<file path="src/rtl/adc_sfr_pkg.sv">
package adc_sfr_pkg;
  typedef enum logic [2:0] {
    ST_IDLE,
    ST_CONV,
    ST_ALIGN,
    ST_LEAD,
    ST_SEND
  } sfr_state_t;
endpackage

</file>
<file path="src/rtl/adc_sfr_sync.sv">
// Multi-stage synchroniser followed by a rising-edge detector.
module adc_sfr_sync #(
  parameter int STAGES = 2
) (
  input  logic clk,
  input  logic rst,
  input  logic async_i,
  output logic rise_o
);
  logic [STAGES-1:0] stg;
  logic              last;

  genvar gi;
  generate
    for (gi = 0; gi < STAGES; gi++) begin : g_stage
      if (gi == 0) begin : g_first
        always_ff @(posedge clk) begin
          if (rst) stg[0] <= 1'b0;
          else     stg[0] <= async_i;
        end
      end else begin : g_next
        always_ff @(posedge clk) begin
          if (rst) stg[gi] <= 1'b0;
          else     stg[gi] <= stg[gi-1];
        end
      end
    end
  endgenerate

  always_ff @(posedge clk) begin
    if (rst) last <= 1'b0;
    else     last <= stg[STAGES-1];
  end

  assign rise_o = stg[STAGES-1] & ~last;
endmodule

</file>
<file path="src/rtl/adc_sfr_clkgen.sv">
// Free-running receive-clock divider with one-cycle-early edge ticks.
module adc_sfr_clkgen #(
  parameter int HALF = 2
) (
  input  logic clk,
  input  logic rst,
  output logic rclk_q,
  output logic rise_tick,
  output logic fall_tick
);
  localparam int PERIOD = 2 * HALF;
  localparam int PH_W   = (PERIOD > 1) ? $clog2(PERIOD) : 1;

  logic [PH_W-1:0] ph;

  assign fall_tick = (ph == PH_W'(HALF - 1));
  assign rise_tick = (ph == PH_W'(PERIOD - 1));

  always_ff @(posedge clk) begin
    if (rst) begin
      ph     <= '0;
      rclk_q <= 1'b1;
    end else begin
      ph <= rise_tick ? '0 : ph + 1'b1;
      if (fall_tick)      rclk_q <= 1'b0;
      else if (rise_tick) rclk_q <= 1'b1;
    end
  end
endmodule

</file>
<file path="src/rtl/adc_sfr_seq.sv">
// Conversion / framing sequencer and output shifter.
module adc_sfr_seq
  import adc_sfr_pkg::*;
#(
  parameter int WORD_W      = 12,
  parameter int CONV_CYCLES = 16
) (
  input  logic              clk,
  input  logic              rst,
  input  logic              start_i,
  input  logic              mode_cont_i,
  input  logic [WORD_W-1:0] sample_i,
  input  logic              rise_tick,
  input  logic              fall_tick,
  output logic              frame_n_o,
  output logic              sdata_o,
  output logic              oe_o,
  output logic              overrun_o
);
  localparam int CNT_W  = $clog2(CONV_CYCLES) + 1;
  localparam int LEFT_W = $clog2(WORD_W + 1);

  sfr_state_t        state;
  logic [CNT_W-1:0]  cnt;
  logic [LEFT_W-1:0] left;
  logic [WORD_W-1:0] sh;
  logic              win;

  always_ff @(posedge clk) begin
    if (rst) begin
      state     <= ST_IDLE;
      cnt       <= '0;
      left      <= '0;
      sh        <= '0;
      win       <= 1'b0;
      frame_n_o <= 1'b1;
      sdata_o   <= 1'b0;
      oe_o      <= 1'b0;
      overrun_o <= 1'b0;
    end else begin
      oe_o <= mode_cont_i | win;
      if (start_i && state != ST_IDLE) overrun_o <= 1'b1;
      case (state)
        ST_IDLE: begin
          if (start_i) begin
            sh    <= sample_i;
            cnt   <= CNT_W'(CONV_CYCLES - 1);
            state <= ST_CONV;
          end
        end
        ST_CONV: begin
          if (cnt == '0) state <= ST_ALIGN;
          else           cnt   <= cnt - 1'b1;
        end
        ST_ALIGN: begin
          if (rise_tick) begin
            win   <= 1'b1;
            state <= ST_LEAD;
          end
        end
        ST_LEAD: begin
          if (fall_tick) begin
            frame_n_o <= 1'b0;
            left      <= LEFT_W'(WORD_W);
            state     <= ST_SEND;
          end
        end
        ST_SEND: begin
          if (rise_tick) begin
            if (left != '0) begin
              sdata_o <= sh[WORD_W-1];
              sh      <= {sh[WORD_W-2:0], 1'b0};
              left    <= left - 1'b1;
            end else begin
              frame_n_o <= 1'b1;
              sdata_o   <= 1'b0;
              win       <= 1'b0;
              state     <= ST_IDLE;
            end
          end
        end
        default: state <= ST_IDLE;
      endcase
    end
  end
endmodule

</file>
<file path="src/rtl/adc_serial_framer.sv">
module adc_serial_framer #(
  parameter int WORD_W      = 12,
  parameter int CONV_CYCLES = 16,
  parameter int RCLK_HALF   = 2,
  parameter int SYNC_STAGES = 2
) (
  input  logic              clk,
  input  logic              rst,
  input  logic              conv_start,
  input  logic              clk_continuous,
  input  logic [WORD_W-1:0] sample_in,
  output logic              frame_n,
  output logic              rclk,
  output logic              rclk_oe,
  output logic              sdata,
  output logic              overrun
);
  logic start_edge;
  logic rclk_q;
  logic rise_tick;
  logic fall_tick;

  adc_sfr_sync #(.STAGES(SYNC_STAGES)) u_sync (
    .clk     (clk),
    .rst     (rst),
    .async_i (conv_start),
    .rise_o  (start_edge)
  );

  adc_sfr_clkgen #(.HALF(RCLK_HALF)) u_clkgen (
    .clk       (clk),
    .rst       (rst),
    .rclk_q    (rclk_q),
    .rise_tick (rise_tick),
    .fall_tick (fall_tick)
  );

  adc_sfr_seq #(
    .WORD_W      (WORD_W),
    .CONV_CYCLES (CONV_CYCLES)
  ) u_seq (
    .clk         (clk),
    .rst         (rst),
    .start_i     (start_edge),
    .mode_cont_i (clk_continuous),
    .sample_i    (sample_in),
    .rise_tick   (rise_tick),
    .fall_tick   (fall_tick),
    .frame_n_o   (frame_n),
    .sdata_o     (sdata),
    .oe_o        (rclk_oe),
    .overrun_o   (overrun)
  );

  assign rclk = rclk_q | ~rclk_oe;
endmodule

</file>
<file path="config.mk">
export PLATFORM = sky130hd
export DESIGN_NAME = adc_serial_framer
export DESIGN_NICKNAME = d
export VERILOG_FILES = /design/src/rtl/adc_sfr_pkg.sv /design/src/rtl/adc_sfr_sync.sv /design/src/rtl/adc_sfr_clkgen.sv /design/src/rtl/adc_sfr_seq.sv /design/src/rtl/adc_serial_framer.sv
export SDC_FILE = /design/constraint.sdc
export NUM_CORES = 1
export LEC_CHECK = 0
export BUFFER_PORTS_ARGS = -buffer_cell sky130_fd_sc_hd__buf_4
export CORE_UTILIZATION = 50
export CTS_CLUSTER_DIAMETER = 100
export DETAILED_ROUTE_END_ITERATION = 12
export GPL_TIMING_DRIVEN = 1
export PLACE_DENSITY = 0.8
export SLEW_MARGIN = 30
export SYNTH_ARGS = -nofsm -noshare
export SYNTH_HDL_FRONTEND = slang
export SYNTH_SLANG_ARGS = --single-unit
</file>
<file path="constraint.sdc">
create_clock -name clk -period 1.65 [get_ports clk]
set_input_delay 0.495 -clock clk [delete_from_list [all_inputs] [get_ports clk]]
set_output_delay 0.495 -clock clk [all_outputs]
set_load 0.005 [all_outputs]
</file>
-- After elaboration in Yosys (flattened, before gate mapping)
Index checks and enable logic that the tools add are counted.
- bits of input ports: 16
- output and inout bits: 5
- logic and storage cells: 82
- bits in registers: 35
- multiplexer cells: 28
- equality and inequality tests: 14
- $add $sub $neg: 3
- bitwise gates (word level): 5
- reduce and logical (&&, ||, !) cells: 18
- operators with widths (cell ; count):
    $mux W12 ; 3
    $pmux W12 S2 ; 1
    $mux W3 ; 6
    $reduce_and A4 Y1 ; 4
    $pmux W3 S5 ; 1
    $mux W4 ; 3
    $mux W5 ; 2
    $ne A2 B2 Y1 const B ; 5
    $pmux W5 S2 ; 1
    $reduce_bool A2 Y1 ; 5
    $mux W1 ; 8
    $pmux W4 S2 ; 1
    $eq A3 B2 Y1 const B ; 2
    $ne A2 B1 Y1 const B ; 3
    $reduce_and A6 Y1 ; 1
    $logic_not A5 Y1 ; 1
    $sub A5 B1 Y5 const B ; 1
    $pmux W1 S2 ; 2
    $reduce_bool A4 Y1 ; 1
    $sub A4 B1 Y4 const B ; 1
    $eq A3 B1 Y1 const B ; 1
    $eq A3 B3 Y1 const B ; 1
    $logic_not A3 Y1 ; 1
    $reduce_and A3 Y1 ; 1
    10 further kinds ; 12

-- Depth between registers and ports, before layout
Gate-level depths: netlist of run 1.
- word-level depth: 4
- gate-level depth with buffers: 7
- gate-level depth less buffers: 6

-- Hierarchy
Synthesis of run 1 repeated with hierarchy kept, for this count alone.
- cell total of the unflattened synthesis: 171
- area, all modules: 1756.7 um^2
- by module, submodules not included (module ; instances ; area an instance (um^2) ; cells each):
    adc_sfr_seq ; 1 ; 1532.7 ; 151
    adc_sfr_clkgen ; 1 ; 130.1 ; 12
    adc_sfr_sync ; 1 ; 87.6 ; 7
    adc_serial_framer ; 1 ; 6.3 ; 1

-- Worst setup path after synthesis of run 1
Ideal clock, no wire load.
- path type: reg-to-reg
- start: register u_seq.cnt[0]
- end: register u_seq.cnt[2]
- library setup time: 0.128 ns
- arrival: 1.416 ns
- stages on the path, launching flop included: 7
- setup slack: 0.106 ns
- clock period less this slack: 1.544 ns
- buffers on the path: 0
- path through: dfxtp_1 -> inv_1 -> ha_1 -> or4b_1 -> o2bb2ai_1 -> a22oi_1 -> nor2_1
- word-level cells in the longest chain between the ends: 3
- elaborated cells between the ends (all ways): 6
- classes of those cells: add/sub (1); eq/ne (1); mux (2); reduce/logical (2)
- RTL lines (element ; line ; RTL):
    start, declared ; adc_sfr_seq.sv:24 ; logic [CNT_W-1:0] cnt;
    start signal, assigned ; adc_sfr_seq.sv:47 ; cnt <= CNT_W'(CONV_CYCLES - 1);
    start signal, assigned ; adc_sfr_seq.sv:53 ; else cnt <= cnt - 1'b1;
    $sub A5 B1 Y5 or $logic_not A5 Y1 (tied branches) ; adc_sfr_seq.sv:53, adc_sfr_seq.sv:52 ;
    $mux W5 or $ne A2 B2 Y1 (tied branches) ; -- ;
    $pmux W5 S2 or $reduce_and A3 Y1 (tied branches) ; -- ;
Parallel ways exist; a longest one is shown, timed or not. The select of a mux whose other input is x is not followed.
A chain may end at the register's enable or synchronous reset.

-- Worst setup path after layout of run 1
- start: register u_seq.cnt[1]
- end: register u_seq.cnt[3]
Same word-level chain as after synthesis.

==> run metrics, run 1 <==
status=complete, no violations; DR vias=1,323; share of layout cells above drive strength 1=0.335; Die ar.=between 0.003 and 0.004 mm²; slowest stage delay, CP=0.50 ns; GR Overflow Total=0; Post-DP Area=about 0.0018 mm²; post-synthesis sequential area ratio=0.431; Die H=about 60 µm; proportion of power drawn by the clock network=0.254; Starting Density=0.528; Top FF cell, synth=dfxtp_1; hold_buf cts=0; Worst-Margin Slew=0.415 ns; Yosys Warn Count=0; number of buffers inserted by port buffering=20; NetSw=~0.00043 W; Mapped Area=roughly 0.0016 mm²; clk sink count=35; vias in the first global route=1,268; final hold vios=0; syn nets=approximately 190; Finished Layout Cells=between 200 and 250; Worst path slowest cell=or4b_4; crit path cell chain=inv_2 -> ha_4 -> or4b_4 -> nand3b_1 -> a21oi_2 -> a311oi_2; Critical Path Fanout Max=5; HPWL Detailed=roughly 2200 µm; nature of the critical path endpoint=flip-flop; Worst EP arrival=about 1.9 ns; ANT cells=0; cell-internal power=between 0.001 and 0.0015 W; post-synthesis async set-or-reset flop share=0; CTS tree=yes; global placement routability congestion=~0.8; worst skew pair latency=about 0.33 ns; Post-Layout Inst Area=0.00199 mm²; Max Fclk=~600 MHz; crit path time final=1.63 ns; Post-synth EDFFs=0; final worst slack=0.0153 ns; Syn Inst Count=roughly 170; I/O pins=21; Avg Inst Size Synth=about 9.7 µm²; largest net degree at the start of global routing=36; WHS=between 0.3 and 0.4 ns; CP Buf/Inv Count=1; first drt pass iteration count=4; dpl cells=230; clock root buffer=clkbuf_4; Worst EP required=~1.9 ns; Max VDD drop=about 0.00047 V; post-synth cell types=41; standard cell core area=0.00308 mm²; crit share post-route=0.991; initial antenna violation count=0; Post-Place Setup Slack=-0.0738 ns; htree depth=2; PD cells=roughly 800 mW/mm²; highest routed layer=met4; routed length on met2=about 1700 µm; sequential power share=0.572; gr usage total=0.197; growth of design area from synthesis to finish=22.2%; P_leak=0.722 nW; Clock Skew=~0.0090 ns; CP top delay family=simple AND/OR/NAND/NOR gates; met3 WL=between 100 and 150 µm; nets=216; DRT antenna net count=0; fin. max-slew vios=0; vias per inst=5.56; Finish-stage setup viols=0; initial DRC count=51; worst min-delay path category=input port to flip-flop; CP startpoint kind=flip-flop; Reg clk slew, reported paths=0.10 ns; Die Wd=between 50 and 60 µm; Wirelength per Cell=between 10 and 15 µm; DR DRC count=0; Slew headroom=0.723; standard-cell rows=20; Net Sw Frac=0.267; global-route wire length before repair=5150 µm; Max Buffers Root-to-Sink=2; CTS Buf Count=5; maxcap violations=0; part of the power in combinational logic=0.174; Metal-1 WL=1370 µm; critical path type=flip-flop to flip-flop; FF+latch count, synth=35; Post-Route WL=between 3000 and 4000 µm
==> through the flow <==
| stage | TNS, ns | power [W] | utilization |
|---|---|---|---|
| 2_1_floorplan | 0 | 0.00110 | - |
| 3_3_place_gp | 0 | 0.00116 | 0.601 |
| 3_5_place_dp | -0.131 | 0.00118 | 0.601 |
| 4_1_cts | 0 | 0.00160 | 0.617 |
| 5_1_grt | -0.124 | 0.00170 | 0.646 |
| 6_report | 0 | 0.00162 | 0.646 |
==> cell type report <==
class	count	area (µm²)
clock buffer	6	41.3
fill	271	1090
inverter	8	30.0
multi-input combinational	115	885
sequential	35	708
tap	44	55.1
timing repair buffer	30	268
==> metal layers <==
layer,global-route usage,vias up
met4,0.105,0
met1,0.205,636
met5,0,-
met3,0.0459,10
met2,0.365,27
li1,-,650
==> final timing paths <==
kind,start,end,slack (ns),cells after the start
hold / removal,clk_continuous,u_seq.oe_o,0.37,3
setup / recovery,u_seq.cnt[1],u_seq.cnt[3],0.02,6
setup reg to reg,u_seq.cnt[1],u_seq.cnt[3],0.02,6
hold reg to reg,u_clkgen.ph[0],u_clkgen.ph[0],0.44,1
==> what timing repair did <==
action	CTS	global route
resized for setup	2	17
endpoints found under the setup margin	4	10
buffers inserted	0	1
pin swaps	1	6
gates cloned	0	1
==> synth_stat cells (2+ instances only) <==
master | count | area (µm²)
a21o_1 | 2 | 15.0
a22oi_1 | 2 | 15.0
nand4_1 | 2 | 12.5
ha_1 | 5 | 62.6
xnor2_1 | 2 | 17.5
inv_1 | 8 | 30.0
nand2b_1 | 3 | 18.8
nor3_1 | 7 | 35.0
a311oi_1 | 3 | 26.3
nor2_1 | 24 | 90.1
nand3_1 | 2 | 10.0
dfxtp_1 | 35 | 701
mux2i_1 | 12 | 120
a211oi_1 | 3 | 22.5
nand2_1 | 6 | 22.5
a21oi_1 | 9 | 45.0
a211oi_2 | 9 | 113
buf_6 | 3 | 33.8
o21ai_0 | 3 | 15.0
clkbuf_1 | 3 | 11.3
nor2b_1 | 4 | 25.0
buf_2 | 2 | 10.0
==> state kept, by name, summed over array words and instances, names as in the netlist <==
name and cells:
u_clkgen.ph 2, u_clkgen.rclk_q 1, u_seq.cnt 5, u_seq.frame_n_o 1
u_seq.left 4, u_seq.oe_o 1, u_seq.overrun_o 1, u_seq.sdata_o 1
u_seq.sh 12, u_seq.state 3, u_seq.win 1, u_sync.last 1
u_sync.stg 2
==> cell families (layout without fill, tap and decap cells) <==
logic type	count (synthesis)	in the layout	synth area share
AO/OA/AOI/OAI	36	36	0.181
XOR/XNOR	3	3	0.0162
adder cells (fa/ha/maj)	5	5	0.0385
buffers and inverters	18	44	0.0593
flip-flops	35	35	0.431
multiplexers	12	12	0.0739
AND/OR/NAND/NOR	59	59	0.200
==> power groups by stage <==
stage                     logic [W]  clock network, W  registers (W)
after floorplan            0.000173                 0       0.000929
after global placement     0.000221                 0       0.000936
after detailed placement   0.000237                 0       0.000940
after CTS                  0.000247          0.000429       0.000921
after global routing       0.000306          0.000463       0.000930
final                      0.000280          0.000411       0.000924
==> tightest hold or removal path, stage by stage <==
cell    delay, ns
buf_4        0.08
nor2_1       0.03
nor2_1       0.07
==> placed cells by master (no fill, tap or decap), drive strengths merged, types with 2 or more instances in the layout <==
cell / netlist / final
a211oi: 12 / 12
mux2i: 12 / 12
a22oi: 2 / 2
nand4: 2 / 2
inv: 8 / 8
nor2b: 4 / 4
nand3: 2 / 2
a311oi: 3 / 3
ha: 5 / 5
buf: 7 / 29
or3: 2 / 2
nor2: 24 / 24
a21oi: 9 / 9
a21o: 2 / 2
clkbuf: 3 / 7
nand2: 6 / 6
xnor2: 2 / 2
dfxtp: 35 / 35
nor3: 7 / 7
nand2b: 3 / 3
nor3b: 3 / 3
o21ai: 3 / 3
No activity file was read; power rests on OpenSTA's default activity.
==> run 2, diff against run 1 <==
BUFFER_PORTS_ARGS = -buffer_cell sky130_fd_sc_hd__buf_2   (was -buffer_cell sky130_fd_sc_hd__buf_4)
==> run 2 against run 1 <==
  * Core utilization is 2.6 points higher
  * Sequential share of layout area decreased by 1.4 points
  * Wire length grew 8.8%
  * Via count rose by 2.0%
==> run metrics, run 2 (same netlist as run 1, synthesis figures left out) <==
Die Wd=between 50 and 60 µm; growth of design area from synthesis to finish=27.3%; reg-to-reg critical path startpoint=u_seq.cnt[1]; Worst-Margin Slew=around 0.34 ns; setup tns final=0 ns; initial antenna violation count=0; clock root buffer=clkbuf_4; vias per inst=5.53; sequential power share=0.470; Wirelength per Cell=~15 µm; Finish-stage setup viols=0; internal reg-to-reg setup slack=between 0.02 and 0.025 ns; Min-Delay Path Depth=3; ANT cells=0; hold_buf cts=0; initial DRC count=50; Tot Pwr=between 0.0015 and 0.002 W; Die H=approximately 59 µm; Biggest register=u_seq.sh; global-route wire length before repair=5520 µm; most common cell after layout, fill and taps aside=dfxtp_1; worst skew pair latency=around 0.34 ns; crit path time final=between 1.5 and 2 ns; PD cells=953 mW/mm²; max reg flops=12; fin. max-slew vios=0; Clock Skew=0.0135 ns; clk sink count=35; vias in the first global route=around 1.4k; DR DRC count=0; worst setup path startpoint=u_seq.cnt[1]; part of the power in combinational logic=0.148; Net Sw Frac=0.236; DR vias=1,349; standard cell core area=0.00308 mm²; status=complete, no violations; CTS tree=yes; crit share post-route=0.987; P_leak=between 0.7 and 0.8 nW; first drt pass iteration count=4; GR Overflow Total=0; share of layout cells above drive strength 1=0.350; Max VDD drop=0.000600 V; Worst EP required=roughly 1.9 ns; critical path type=flip-flop to flip-flop; R2R depth=6; proportion of power drawn by the clock network=0.382; Reg clk slew, reported paths=approximately 0.10 ns; global placement routability congestion=just under 0.8; Top Registers=u_seq.sh: 12 flops, u_seq.cnt: 5 flops, u_seq.left: 4 flops; HPWL Detailed=roughly 2400 µm; NetSw=0.000466 W; CTS Buf Count=5; Reg area=roughly 710 µm²; Post-Route WL=between 3000 and 4000 µm; I/O pins=21; Slew headroom=0.771; final hold vios=0; nature of the critical path endpoint=flip-flop; Worst EP arrival=around 1.9 ns; most frequent cells in the layout=dfxtp_1 (29), nor2_1 (24), buf_2 (20); worst hold endpoint=u_seq.oe_o; Max Fclk=between 600 and 700 MHz; area of the multi-input gates=about 900 µm²; htree depth=2; nets=between 200 and 250; Die ar.=between 0.003 and 0.004 mm²; worst min-delay path category=input port to flip-flop; number of buffers inserted by port buffering=20; hold path startpoint=clk_continuous; Critical Path Fanout Max=5; largest net degree at the start of global routing=24; Critical R2R Capture=u_seq.cnt[3]; Core Util, Final=0.672; FILL cells=242; gr usage total=0.213; CP startpoint kind=flip-flop; cell-internal power=~0.0015 W; maxcap violations=0; WHS=roughly 0.36 ns; DRT antenna net count=0; Starting Density=0.528; standard-cell rows=20; Max Buffers Root-to-Sink=2
==> run 2: changes by cell type in the layout (fill, tap and decap cells not counted), sizes merged <==
cell,change
buf,+3
bufinv,+2
clkbuf,+1
==> run 2: what timing repair did <==
| action | 4_1_cts | 5_1_grt |
|---|---|---|
| pin swaps | 0 | 4 |
| buffers inserted | 0 | 2 |
| gates resized for setup | 2 | 17 |
| endpoints found under the setup margin | 4 | 19 |
| cloned | 0 | 2 |
==> run 2: through the flow <==
stage / cells / setup WS, ns / area (µm²)
2_1_floorplan: 168 / 0.106 / 1630
3_3_place_gp: 232 / 0.0736 / 1830
3_5_place_dp: 232 / -0.0729 / 1830
4_1_cts: 240 / 0.00721 / 1940
5_1_grt: 244 / -0.0298 / 2070
6_report: 244 / 0.0215 / 2070
==> run 2: power groups by stage <==
stage	sequential, W	clock (W)	combinational [W]
after global routing	0.000931	0.000802	0.000316
after CTS	0.000923	0.000758	0.000248
after detailed placement	0.000941	0	0.000236
after global placement	0.000935	0	0.000218
after floorplan	0.000929	0	0.000173
final	0.000927	0.000752	0.000292
==> run 2: cell type report <==
cell class,instances,area share
repair buffers,34,0.134
multi-input cells,115,0.433
flip-flops and latches,35,0.342
inverters,8,0.0145
clock inverters,2,0.0290
well taps,44,0.0266
clock buffers,6,0.0200
==> run 2: worst max-delay path by stage <==
stage,endpoint,cells after the start
3_3_place_gp,u_seq.cnt[2],6
2_1_floorplan,u_seq.cnt[2],6
4_1_cts,u_seq.cnt[3],6
5_1_grt,u_seq.sh[0],6
6_report,u_seq.cnt[3],6
3_5_place_dp,u_seq.cnt[2],6
==> run 2: worst max-delay path, stage by stage, from the launching register on <==
cell      delay, ns
dfxtp_2        0.35
inv_1          0.05
ha_2           0.18
or4b_4         0.52
nand3b_1       0.16
a21oi_2        0.07
a311oi_1       0.21
==> run 2: per-layer routing <==
| metal | track usage | part of all wire | vias up |
|---|---|---|---|
| li1 | - | - | 656 |
| met1 | 0.193 | 0.38 | 647 |
| met2 | 0.419 | 0.56 | 35 |
| met3 | 0.0699 | 0.036 | 11 |
| met4 | 0.0952 | 0.023 | 0 |
| met5 | 0 | 0 | - |
